`src/rtl/gpio_pkg.sv`:
```
package gpio_pkg;

  // register kind selected by the address decode
  typedef enum logic [2:0] {
    SRC_NONE = 3'd0,
    SRC_MASK = 3'd1,
    SRC_IN   = 3'd2,
    SRC_DIR  = 3'd3,
    SRC_OEN  = 3'd4
  } regSrc_e;

  // strobes passed from control to datapath
  typedef struct packed {
    logic    wrMask;
    logic    wrDir;
    logic    wrOen;
    logic    rdEn;
    regSrc_e rdSrc;
    logic [7:0] idx;
  } ctlStrobe_t;

  localparam int REG_W      = 32;
  localparam int BANK_W     = 32;
  localparam int HALF_W     = 16;
  localparam int IN_BASE    = 'h060;
  localparam int DIR_BASE   = 'h204;
  localparam int OEN_BASE   = 'h208;
  localparam int CTL_STRIDE = 'h040;

endpackage

```
`src/rtl/gpio_ctrl.sv`:
```
module gpio_ctrl
  import gpio_pkg::*;
#(
  parameter int NUM_BANKS = 4,
  parameter int ADDR_W    = 12
) (
  input  logic [ADDR_W-1:0] regAddr,
  input  logic              regWrEn,
  input  logic              regRdEn,
  output ctlStrobe_t        strb
);

  localparam int NUM_HALVES = 2 * NUM_BANKS;

  regSrc_e    kind;
  logic [7:0] idx;
  int         av;
  int         dirOff;
  int         oenOff;

  always_comb begin
    av     = int'(regAddr);
    dirOff = av - DIR_BASE;
    oenOff = av - OEN_BASE;
    kind   = SRC_NONE;
    idx    = '0;
    if (regAddr[1:0] == 2'b00 && av < 4 * NUM_HALVES) begin
      kind = SRC_MASK;
      idx  = 8'(av / 4);
    end else if (regAddr[1:0] == 2'b00 && av >= IN_BASE && av < IN_BASE + 4 * NUM_BANKS) begin
      kind = SRC_IN;
      idx  = 8'((av - IN_BASE) / 4);
    end else if (av >= DIR_BASE && (dirOff % CTL_STRIDE) == 0 && (dirOff / CTL_STRIDE) < NUM_BANKS) begin
      kind = SRC_DIR;
      idx  = 8'(dirOff / CTL_STRIDE);
    end else if (av >= OEN_BASE && (oenOff % CTL_STRIDE) == 0 && (oenOff / CTL_STRIDE) < NUM_BANKS) begin
      kind = SRC_OEN;
      idx  = 8'(oenOff / CTL_STRIDE);
    end
  end

  always_comb begin
    strb        = '0;
    strb.idx    = idx;
    strb.wrMask = regWrEn && (kind == SRC_MASK);
    strb.wrDir  = regWrEn && (kind == SRC_DIR);
    strb.wrOen  = regWrEn && (kind == SRC_OEN);
    strb.rdEn   = regRdEn;
    strb.rdSrc  = regRdEn ? kind : SRC_NONE;
  end

endmodule

```
`src/rtl/gpio_datapath.sv`:
```
module gpio_datapath
  import gpio_pkg::*;
#(
  parameter int NUM_BANKS = 4
) (
  input  logic                          clk,
  input  logic                          rstN,
  input  ctlStrobe_t                    strb,
  input  logic [REG_W-1:0]              wrData,
  output logic [REG_W-1:0]              rdData,
  input  logic [NUM_BANKS*BANK_W-1:0]   padIn,
  output logic [NUM_BANKS*BANK_W-1:0]   padOut,
  output logic [NUM_BANKS*BANK_W-1:0]   padOe
);

  localparam int NUM_HALVES = 2 * NUM_BANKS;
  localparam int NUM_PINS   = NUM_BANKS * BANK_W;

  logic [HALF_W-1:0] outHalf [NUM_HALVES];
  logic [BANK_W-1:0] dirBank [NUM_BANKS];
  logic [BANK_W-1:0] oenBank [NUM_BANKS];
  logic [NUM_PINS-1:0] inMeta;
  logic [NUM_PINS-1:0] inSync;
  logic [REG_W-1:0]  rdMux;

  // masked half-bank output update
  always_ff @(posedge clk or negedge rstN) begin
    if (!rstN) begin
      for (int h = 0; h < NUM_HALVES; h++) outHalf[h] <= '0;
    end else if (strb.wrMask) begin
      for (int h = 0; h < NUM_HALVES; h++) begin
        if (strb.idx == 8'(h)) begin
          outHalf[h] <= (outHalf[h] & wrData[REG_W-1:HALF_W])
                      | (wrData[HALF_W-1:0] & ~wrData[REG_W-1:HALF_W]);
        end
      end
    end
  end

  // per-bank direction and driver-enable registers
  always_ff @(posedge clk or negedge rstN) begin
    if (!rstN) begin
      for (int b = 0; b < NUM_BANKS; b++) begin
        dirBank[b] <= '0;
        oenBank[b] <= '0;
      end
    end else begin
      for (int b = 0; b < NUM_BANKS; b++) begin
        if (strb.wrDir && strb.idx == 8'(b)) dirBank[b] <= wrData;
        if (strb.wrOen && strb.idx == 8'(b)) oenBank[b] <= wrData;
      end
    end
  end

  // two-flop input synchronizer
  always_ff @(posedge clk or negedge rstN) begin
    if (!rstN) begin
      inMeta <= '0;
      inSync <= '0;
    end else begin
      inMeta <= padIn;
      inSync <= inMeta;
    end
  end

  // read source select
  always_comb begin
    rdMux = '0;
    unique case (strb.rdSrc)
      SRC_MASK: begin
        for (int h = 0; h < NUM_HALVES; h++)
          if (strb.idx == 8'(h)) rdMux = {{(REG_W-HALF_W){1'b0}}, outHalf[h]};
      end
      SRC_IN: begin
        for (int b = 0; b < NUM_BANKS; b++)
          if (strb.idx == 8'(b)) rdMux = inSync[b*BANK_W +: BANK_W];
      end
      SRC_DIR: begin
        for (int b = 0; b < NUM_BANKS; b++)
          if (strb.idx == 8'(b)) rdMux = dirBank[b];
      end
      SRC_OEN: begin
        for (int b = 0; b < NUM_BANKS; b++)
          if (strb.idx == 8'(b)) rdMux = oenBank[b];
      end
      default: rdMux = '0;
    endcase
  end

  always_ff @(posedge clk or negedge rstN) begin
    if (!rstN)          rdData <= '0;
    else if (strb.rdEn) rdData <= rdMux;
  end

  // pad packing
  for (genvar h = 0; h < NUM_HALVES; h++) begin : gOutHalf
    assign padOut[h*HALF_W +: HALF_W] = outHalf[h];
  end

  for (genvar b = 0; b < NUM_BANKS; b++) begin : gOeBank
    assign padOe[b*BANK_W +: BANK_W] = dirBank[b] & oenBank[b];
  end

endmodule

```
`src/rtl/gpio_banked.sv`:
```
module gpio_banked
  import gpio_pkg::*;
#(
  parameter int NUM_BANKS = 4,
  parameter int ADDR_W    = 12
) (
  input  logic                        clk,
  input  logic                        rstN,
  input  logic [ADDR_W-1:0]           regAddr,
  input  logic                        regWrEn,
  input  logic [31:0]                 regWrData,
  input  logic                        regRdEn,
  output logic [31:0]                 regRdData,
  input  logic [NUM_BANKS*32-1:0]     padIn,
  output logic [NUM_BANKS*32-1:0]     padOut,
  output logic [NUM_BANKS*32-1:0]     padOe
);

  ctlStrobe_t strb;

  gpio_ctrl #(
    .NUM_BANKS(NUM_BANKS),
    .ADDR_W   (ADDR_W)
  ) u_ctrl (
    .regAddr(regAddr),
    .regWrEn(regWrEn),
    .regRdEn(regRdEn),
    .strb   (strb)
  );

  gpio_datapath #(
    .NUM_BANKS(NUM_BANKS)
  ) u_dp (
    .clk   (clk),
    .rstN  (rstN),
    .strb  (strb),
    .wrData(regWrData),
    .rdData(regRdData),
    .padIn (padIn),
    .padOut(padOut),
    .padOe (padOe)
  );

endmodule

```
`config.mk`:
```
export PLATFORM = sky130hd
export DESIGN_NAME = gpio_banked
export DESIGN_NICKNAME = d
export VERILOG_FILES = /design/src/rtl/gpio_pkg.sv /design/src/rtl/gpio_ctrl.sv /design/src/rtl/gpio_datapath.sv /design/src/rtl/gpio_banked.sv
export SDC_FILE = /design/constraint.sdc
export NUM_CORES = 1
export LEC_CHECK = 0
export ABC_AREA = 1
export BUFFER_PORTS_ARGS = -buffer_cell sky130_fd_sc_hd__clkbuf_2
export CORE_UTILIZATION = 40
export CTS_CLUSTER_DIAMETER = 50
export DETAILED_ROUTE_END_ITERATION = 10
export PLACE_DENSITY = 0.72
export SYNTH_ARGS = -nofsm -noshare
export SYNTH_HDL_FRONTEND = slang
export SYNTH_SLANG_ARGS = --single-unit
```
`constraint.sdc`:
```
create_clock -name clk -period 1.2 [get_ports clk]
set_input_delay 0.06 -clock clk [delete_from_list [all_inputs] [get_ports clk]]
set_output_delay 0.06 -clock clk [all_outputs]
set_load 0.005 [all_outputs]
```
# == Word level (Yosys, flattened, before mapping) ==
# Cells that the tools add are included.
# totals
elab_cells,134
inputBits,176
reg_bits,672
out_inout_bits,288
# classes
n_eq_ne,14
bitwise_logic,25
mux,30
n_lt_le_gt_ge,7
n_addsub,6
n_reduce_logical,33
# op_table
op,count
$mux W32,12
$and A16 B16 Y16,9
$and A32 B32 Y32,4
$mux W16,8
$or A16 B16 Y16,8
$pmux W32 S4,1
$add A32 B1 Y32,2
$logic_not A32 Y1,2
$lt A32 B4 Y1 const B,2
$eq A8 B3 Y1 const B,4
$mux W8,4
$sub A12 B10 Y13 const B,2
$ge A12 B10 Y1 const B,2
$logic_and A1 B1 Y1,18
$eq A8 B2 Y1 const B,2
$not A16 Y16,1
$reduce_and A2 Y1,8
$mux W3,5
$sub A12 B7 Y13 const B,1
$ge A12 B7 Y1 const B,1
$lt A12 B6 Y1 const B,1
$lt A12 B7 Y1 const B,1
$reduce_or A6 Y1,2
$eq A3 B2 Y1 const B,3
8 further kinds,12

# == Longest topological paths before layout ==
# Gate-level depths: netlist (run 1).
# depth
word_depth,20
depth_mapped,40
ltp_nobuf,38

# == Hierarchy ==
# From an unflattened synthesis (run 1), not the netlist that was laid out.
# unflattened
hier_cells,3360
area_unflattened_um2,29059.1
# modules_own_cells
mod,cells_per_inst,seq_area_each_um2,area_per_inst_um2,instances
gpio_datapath,3013,16816.1,27096.0,1
gpio_ctrl,347,0.0,1963.1,1

# == Worst setup path after synthesis (run 1) ==
# OpenSTA, ideal clock, no wires.
# synth_path
path_type,in2reg
from,input port regAddr[7]
to,register u_dp.rdData[26]
arrival_ps,4121
slack_ps,-3051
path_buffers,3
t_required_ps,1070
cell_stages,38
setup_time_ps,130
cell_sequence,buf_2 -> nor2_4 -> inv_2 -> o21ai_2 -> nand2_2 -> nor2_4 -> and2_1 -> ha_1 -> ha_1 -> nand2_1 -> nor2_2 -> nand4_1 -> ha_1 -> nand2_1 -> nor3_1 -> nand3_1 -> nor2_1 -> nand3_1 -> [2 not listed] -> nor2_1 -> nand2_1 -> nand2_2 -> nand2_2 -> nor2_2 -> nor2_4 -> nor2_8 -> nor2_8 -> nand2_4 -> inv_2 -> buf_6 -> buf_4 -> nand2_1 -> nand3_1 -> o21ai_1 -> nand2_1 -> nand2_1 -> nand4_1
# synth_between
elab_chain_cells,15
elab_cells_between_ends,55
cone_classes,6 x add/sub; 7 x order compare; 7 x eq/ne; 22 x mux; 3 x bitwise; 10 x reduce/logical
# synth_rtl
item,line_no,source
"start, declared",gpio_banked.sv:9,"input logic [ADDR_W-1:0] regAddr,"
$sub A12 B10 Y13,gpio_ctrl.sv:24,oenOff = av - OEN_BASE;
$and A1 B1 Y1 (no source line),-,
$add A32 B1 Y32 (no source line) / $logic_not A32 Y1 (equally long branches),-,
$lt A32 B4 Y1 / $logic_and A1 B1 Y1 (equally long branches),gpio_ctrl.sv:36,end else if (av >= OEN_BASE && (oenOff % CTL_STRIDE) == 0 && (oenOff / CTL_STRIDE) < NUM_BANKS) begin
$logic_and A1 B1 Y1,gpio_ctrl.sv:36,
$mux W8,gpio_ctrl.sv:36,
$mux W8,gpio_ctrl.sv:33,end else if (av >= DIR_BASE && (dirOff % CTL_STRIDE) == 0 && (dirOff / CTL_STRIDE) < NUM_BANKS) begin
$mux W8,gpio_ctrl.sv:30,end else if (regAddr[1:0] == 2'b00 && av >= IN_BASE && av < IN_BASE + 4 * NUM_BANKS) begin
$mux W8,gpio_ctrl.sv:27,if (regAddr[1:0] == 2'b00 && av < 4 * NUM_HALVES) begin
$logic_not A8 Y1,"gpio_datapath.sv:76, gpio_datapath.sv:80, gpio_datapath.sv:84",
"$mux W32, on equally long branches (4 in a row)","gpio_datapath.sv:84, gpio_datapath.sv:76, gpio_datapath.sv:80",
$pmux W32 S4 (*),gpio_datapath.sv:69,unique case (strb.rdSrc)
"end signal, assigned",gpio_datapath.sv:92,else if (strb.rdEn) rdData <= rdMux;
"end, declared",gpio_datapath.sv:10,"output logic [REG_W-1:0] rdData,"
# Mark *: on every way between the ends. The rest lies on a longest branch, timed or not.
# A chain may end at the register's enable or synchronous reset.

# == Final worst setup path (run 1) ==
# layout_path
from,input port regAddr[6]
to,register u_dp.rdData[17]
# The elaborated chain is that of the path after synthesis.

==> metrics.md, run 1 <==
| Metric | Value |
|---|---|
| Hold Path Stages | 2 |
| Fin crit share | 3.44 |
| DRT Pass-1 Iters | 8 |
| Final slew viol count | 0 |
| IO Pins | 464 |
| Violated checks | setup timing |
| Max Cap Viol | 0 |
| Cts bufs inserted | 77 |
| Multi-input logic area | 13,300 um^2 |
| Required time of the critical path | 1.69 ns |
| RSZ-0062 raised after global routing | true |
| Worst Skew | 0.0229 ns |
| CTS sink count | between 600 and 700 |
| Storage cell area | 16,800 um^2 |
| Leak | 24.0 nW |
| Commonest cells after routing, fill and taps aside | 1,039 x nand2_1, 672 x dfrtp_1, 457 x clkbuf_2 |
| Yosys reg bits | about 670 |
| Synth top area cells | dfrtp_1 56%, nand2_1 15%, inv_1 4.5% |
| Most common cell after layout, fill and taps aside | nand2_1 |
| RePlAce Congestion | 0.955 |
| Cell Count, Final, Fillers Out | 5,630 |
| WS Path Type | primary input to flop |
| Share of layout cells above drive strength 1 | 0.345 |
| Post-Syn Nets | 3,774 |
| Dpl hpwl | 80,800 um |
| Fin nets | about 4.8k |
| Yosys top cell area share | 0.555 |
| Post-DRT Antenna Nets | 0 |
| Placed Instances | roughly 5.2k |
| Core Footprint | 74,700 um^2 |
| Tot Pwr | just over 50 mW |
| Syn-to-layout area delta | 49.4% |
| Seq/Total Area, Yosys | 0.555 |
| Cell taking the most area after synthesis | dfrtp_1 |
| Clk buf depth | 3 |
| Startpoint types | primary input |
| Residual DRC count | 0 |
| Finish-stage setup viols | 707 |
| Final Hold Vio Count | 0 |
| Hold_sp | padIn[108] |
| Max VDD drop | 0.930 mV |
| Setup WS post-layout | -2.93 ns |
| Relative slew slack | 0.449 |
| Worst hold path type | primary input to flop |
| Total wire length | 132,000 um |
| Minimum clock period after layout | 4.13 ns |
| Pin count of the biggest net entering global routing | 77 |
| Fill cells | 5,657 |
| Setup tns final | -1124.52 ns |
| Hold Path End | u_dp.inMeta[108] |
| Reg2reg end | u_dp.rdData[14] |
| Die W | 277 um |
| Vias | around 31k |
| Number of global-route vias before repair | ~29k |
| Initial antenna violation count | 3 |
| Worst Setup End Kind | flop |
| Clk_lat worst skew | around 0.64 ns |
| Critical path peak fanout | 8 |
| Post-Syn Area | 30,300 um^2 |
| P per Cell Area | 1130 nW/um^2 |
| Post-Syn Area per Cell | 8.49 um^2 |
| Slew at the pin with the worst max-slew slack | 0.824 ns |
| Drt initial violations | about 4k |
| Clock root cell | clkbuf_16 |
| Initial Util | 0.405 |
| Clock Pin Slew Worst Setup and Hold Paths | 0.06 ns |
| Slowest cell delay on critical path | roughly 0.36 ns |
| Vias per inst | 5.56 |
| DR WL/cell | 23.4 um |
| DIE HEIGHT | between 200 and 300 um |
| Final Util | 0.606 |
| Total grt overflow | 0 |
| FF-to-FF Start | u_dp.oenBank[14] |
| # port buffers | 463 |
| First-pass GRT wire length | 176,000 um |
| Row count | 100 |
| Outcome | finished, violations left |
| CTS tree | done |
| Yosys cell types | 49 |
| Cell count after synthesis | about 3.6k |
| Crit path max-delay cell type | ha_2 |
| GR Util All Layers | 0.302 |
| R2r setup slk | -0.28 ns |
| Critical Path AT | 4.62 ns |
| DIE AREA | about 77,000 um^2 |
| Yosys warns | 0 |
| Cells on worst reg2reg path | 7 |
| Maximum clock frequency | 0.242 GHz |
| H-tree depth | 3 |
[how the worst max path moves through the flow]
stage | from | endpoint
final | regAddr[6] | u_dp.rdData[17]
after global routing | regAddr[6] | u_dp.rdData[17]
after CTS | regAddr[7] | u_dp.rdData[1]
after detailed placement | regAddr[6] | u_dp.rdData[4]
after global placement | regAddr[6] | u_dp.rdData[4]
after floorplan | regAddr[7] | u_dp.rdData[21]
[per-layer routing]
metal  GRT usage  vias to the layer above  wire (um)
li1            -                    13500          -
met1       0.402                    15100      48700
met2       0.464                     2191      59700
met3      0.0613                      574      13900
met4       0.162                        4       9220
met5           0                        -         27
[synth_stat cells (all sizes together)]
library cell,n
clkinv,1
nor4,2
nor2,86
clkbuf,86
a31oi,3
o31ai,1
nand2,1247
or2,52
o21bai,8
dfrtp,672
nand3b,31
a21boi,8
a22o,15
o22ai,1
and3,1
nand3,212
buf,99
o21ai,429
a2111oi,1
nor3,5
a21oi,72
a311oi,1
nand4,66
inv,380
xnor2,3
mux2i,41
xor2,6
and2,1
ha,34
[worst max-delay path: cells and delay by family]
kind,cells,cell delay (ns)
AND/OR/NAND/NOR,25,2.59
buffers and inverters,10,1.04
adder cells (fa/ha/maj),3,0.65
AO/OA/AOI/OAI,2,0.24
[power breakdown]
| part | switching (mW) | leakage [nW] | internal [mW] |
|---|---|---|---|
| Combinational | 2.17 | 14.1 | 1.52 |
| Sequential | 0.264 | 8.67 | 23.2 |
| Clock | 10.3 | 1.24 | 13.9 |
| Total | 12.7 | 24.0 | 38.5 |
[area by class of cell]
| cell class | instances | area share |
|---|---|---|
| flip-flops and latches | 672 | 0.372 |
| multi-input cells | 2328 | 0.294 |
| repair buffers | 1139 | 0.218 |
| clock buffers | 106 | 0.0475 |
| inverters | 381 | 0.0328 |
| well taps | 969 | 0.0268 |
| clock inverters | 34 | 0.00960 |
| diodes | 1 | 0.0000553 |
[cells by family after synthesis]
group                      synth area share
muxes                                0.0136
buffers and inverters                0.0762
xor gates and xnor gates            0.00260
DFF                                   0.555
and+or+nand+nor                       0.244
AOI/OAI and AO/OA                    0.0940
adders and majority gates            0.0141
[per-stage QoR]
stage	worst slack, ns	cell area [um^2]	hold WS (ns)
final	-2.93	45200	0.0636
after global routing	-3.11	45200	0.0557
after CTS	-2.56	42400	0.0452
after detailed placement	-3.83	36800	-0.0372
after global placement	-3.84	36800	-0.0386
after floorplan	-2.90	30600	-0.236
[repair_timing]
action / CTS / global route
hold buffers: 162 / 0
hold endpoints to repair: 1010 / 0
buffers inserted: 36 / 42
setup endpoints to repair: 699 / 717
cloned: 12 / 37
resized for setup: 177 / 512
pin swaps: 57 / 117
No activity file was read; power rests on OpenSTA's default activity.
==> inputs of run 2 (changes only) <==
BUFFER_PORTS_ARGS = not set   (was -buffer_cell sky130_fd_sc_hd__clkbuf_2)
DONT_BUFFER_PORTS = 1   (was not set)
PLACE_DENSITY = 0.66   (was 0.72)
==> metrics.md, run 2 (synthesis gave the netlist of run 1 again) <==
| Metric | Value |
|---|---|
| Comb pwr share | 0.053 (-0.019) |
| Leak | 21.6 nW (-9.8%) |
| Slowest cell delay on critical path | 0.27 ns (-0.09 ns) |
| WS Path Type | primary input to flop |
| Die W | 277 um (unchanged) |
| H-tree depth | 3 (unchanged) |
| Maximum clock frequency | 0.269 GHz (+11%) |
| Sw power | 12.2 mW (-3.7%) |
| Vias per inst | 5.38 (-3.3%) |
| DIE HEIGHT | 277 um (unchanged) |
| Minimum clock period after layout | 3.72 ns (-0.409 ns) |
| Dpl hpwl | 76,900 um (-4.8%) |
| Required time of the critical path | 1.72 ns (+0.03 ns) |
| Max VDD drop | 1.20 mV (+29%) |
| Relative slew slack | -0.465 (-0.914) |
| RePlAce Congestion | 0.908 (-4.9%) |
| DR WL/cell | 22.6 um (-3.3%) |
| Fin crit share | 3.10 (-0.341) |
| CTS tree | done |
| Residual DRC count | 0 (unchanged) |
| Pin count of the biggest net entering global routing | 673 (+770%) |
| IO Pins | 464 (unchanged) |
| Switching share of power | 0.235 (-0.0124) |
| GR Util All Layers | 0.290 (-0.0115) |
| DIE AREA | 76,800 um^2 (unchanged) |
| Initial antenna violation count | 5 (+2) |
| Hold slack | -0.861 ns (-0.925 ns) |
| Clk buf depth | 3 (unchanged) |
| # port buffers | 0 (-100%) |
| Most common cell after layout, fill and taps aside | nand2_1 |
| Drt initial violations | 2,825 (-27%) |
| Clock network power share | 0.495 (+0.024) |
| Total wire length | 117,000 um (-11%) |
| Fin nets | 4,360 (-9.3%) |
| Sequential Power Share | 0.451 (-0.007) |
| Total grt overflow | 0 (unchanged) |
| Max Cap Viol | 0 (unchanged) |
| CP most frequent cell | nor2_1 |
| Clk_lat worst skew | 0.64 ns (about the same) |
| Vias | 27.9k (-11%) |
| Worst hold path type | primary input to async pin |
| Violated checks | hold timing, slew limit, setup timing |
| Commonest cells after routing, fill and taps aside | 1,071 x nand2_1, 672 x dfrtp_1, 361 x inv_1 |
| Cell area after layout | 42,300 um^2 (-6.5%) |
| Startpoint types | primary input |
| Syn-to-layout area delta | 39.7% |
| Setup WS post-layout | -2.52 ns (+0.409 ns) |
| Finish-stage setup viols | 591 (-16%) |
| Placed Instances | 4,694 (-9.9%) |
| P per Cell Area | 1230 nW/um^2 (+8.4%) |
| P_int | 39.7 mW (+3.0%) |
| First-pass GRT wire length | 168,000 um (-4.7%) |
| Initial Util | 0.405 (unchanged) |
| Setup tns final | -973.48 ns (+151.04 ns) |
| Final slew viol count | 309 (+309) |
| Worst Skew | 0.0312 ns (+0.00829 ns) |
| Clock Pin Slew Worst Setup and Hold Paths | 0.06 ns (about the same) |
| Clock root cell | clkbuf_16 |
| Cell family with most CP delay | simple AND/OR/NAND/NOR gates |
| Critical Path AT | 4.24 ns (-0.38 ns) |
| Slew at the pin with the worst max-slew slack | 2.20 ns (+1.37 ns) |
| CTS sink count | 672 (unchanged) |
| Crit path buf inv count | 5 (-5) |
| Worst Setup End Kind | flop |
| DRT Pass-1 Iters | 6 (-2) |
| Dpl cell area | 33,900 um^2 (-7.9%) |
| Crit path max-delay cell type | nor2_4 |
| Final Hold Vio Count | 672 (+672) |
| Row count | 100 (unchanged) |
| RSZ-0062 raised after global routing | true |
| Number of global-route vias before repair | 26.4k (-8.4%) |
| Post-DRT Antenna Nets | 0 (unchanged) |
| Critical path peak fanout | 7 (-1) |
| Cts bufs inserted | 81 (+5.2%) |
| Core Footprint | 74,700 um^2 (unchanged) |
| Outcome | finished, violations left |
| Cell Count, Final, Fillers Out | 5,192 (-7.8%) |
| Share of layout cells above drive strength 1 | 0.228 (-0.118) |
==> run 2: cell types whose count changed in the layout (fill, tap and decap cells not counted), sizes merged <==
cell / previous run / this run
bufinv: 5 / 7
dlygate4sd3: 162 / 267
diode: 1 / 6
clkinv: 15 / 14
clkbuf: 596 / 130
inv: 388 / 395
buf: 487 / 397
==> run 2: worst paths after layout <==
kind,endpoint,cells past startpoint,start,slack (ns)
hold / removal,async pin,0,rstN,-0.86
setup / recovery,u_dp.rdData[15],33,regAddr[2],-2.52
min in group clk,u_dp.inMeta[32],1,padIn[32],0.01
setup reg to reg,u_dp.rdData[6],7,u_dp.oenBank[6],-0.21
max in group asynchronous,u_dp.oenBank[25],0,rstN,0.32
hold reg to reg,u_dp.inSync[83],0,u_dp.inMeta[83],0.33
==> run 2: final cells by class <==
cell class | instances | area, um^2
clock inverter | 40 | 515
multi-input combinational | 2328 | 12700
antenna | 6 | 15.0
clock buffer | 110 | 2300
sequential | 672 | 16800
timing repair buffer | 684 | 7190
fill | 6187 | 32400
inverter | 381 | 1470
timing repair inverter | 2 | 27.5
tap | 969 | 1210
==> run 2: worst reg2reg max path: cells and delay by family, from the launching register on <==
| kind | cells | cell delay (ns) |
|---|---|---|
| and+or+nand+nor | 5 | 0.62 |
| buffers and inverters | 2 | 0.32 |
| DFF | 1 | 0.37 |
==> run 2: layer usage <==
metal	GRT usage	part of all wire	up-vias
met5	0	0	-
met4	0.153	0.056	0
met1	0.388	0.40	13700
li1	-	-	12500
met3	0.0638	0.091	301
met2	0.442	0.45	1434
==> run 2: stage by stage <==
step / utilization / power [mW] / setup WS [ns]
3_3_place_gp: 0.454 / 25.5 / -3.58
4_1_cts: 0.543 / 51.7 / -2.46
3_5_place_dp: 0.454 / 25.5 / -3.71
2_1_floorplan: - / 24.7 / -2.90
5_1_grt: 0.566 / 53.3 / -2.79
6_report: 0.566 / 51.9 / -2.52
==> run 2: timing repair <==
| item | 4_1_cts | 5_1_grt |
|---|---|---|
| endpoints found under the setup margin | 598 | 599 |
| endpoints found under the hold margin | 1060 | 675 |
| pin swaps | 72 | 101 |
| gates cloned | 6 | 21 |
| hold buffers | 264 | 3 |
| setup buffers | 22 | 30 |
| resized for setup | 252 | 267 |
==> run 2: power groups by stage <==
stage,sequential [mW],combinational (mW),clock [mW]
after floorplan,23.7,0.955,0
after global placement,23.8,1.67,0
after detailed placement,23.8,1.68,0
after CTS,23.4,2.53,25.8
after global routing,23.5,2.96,26.9
final,23.4,2.77,25.7
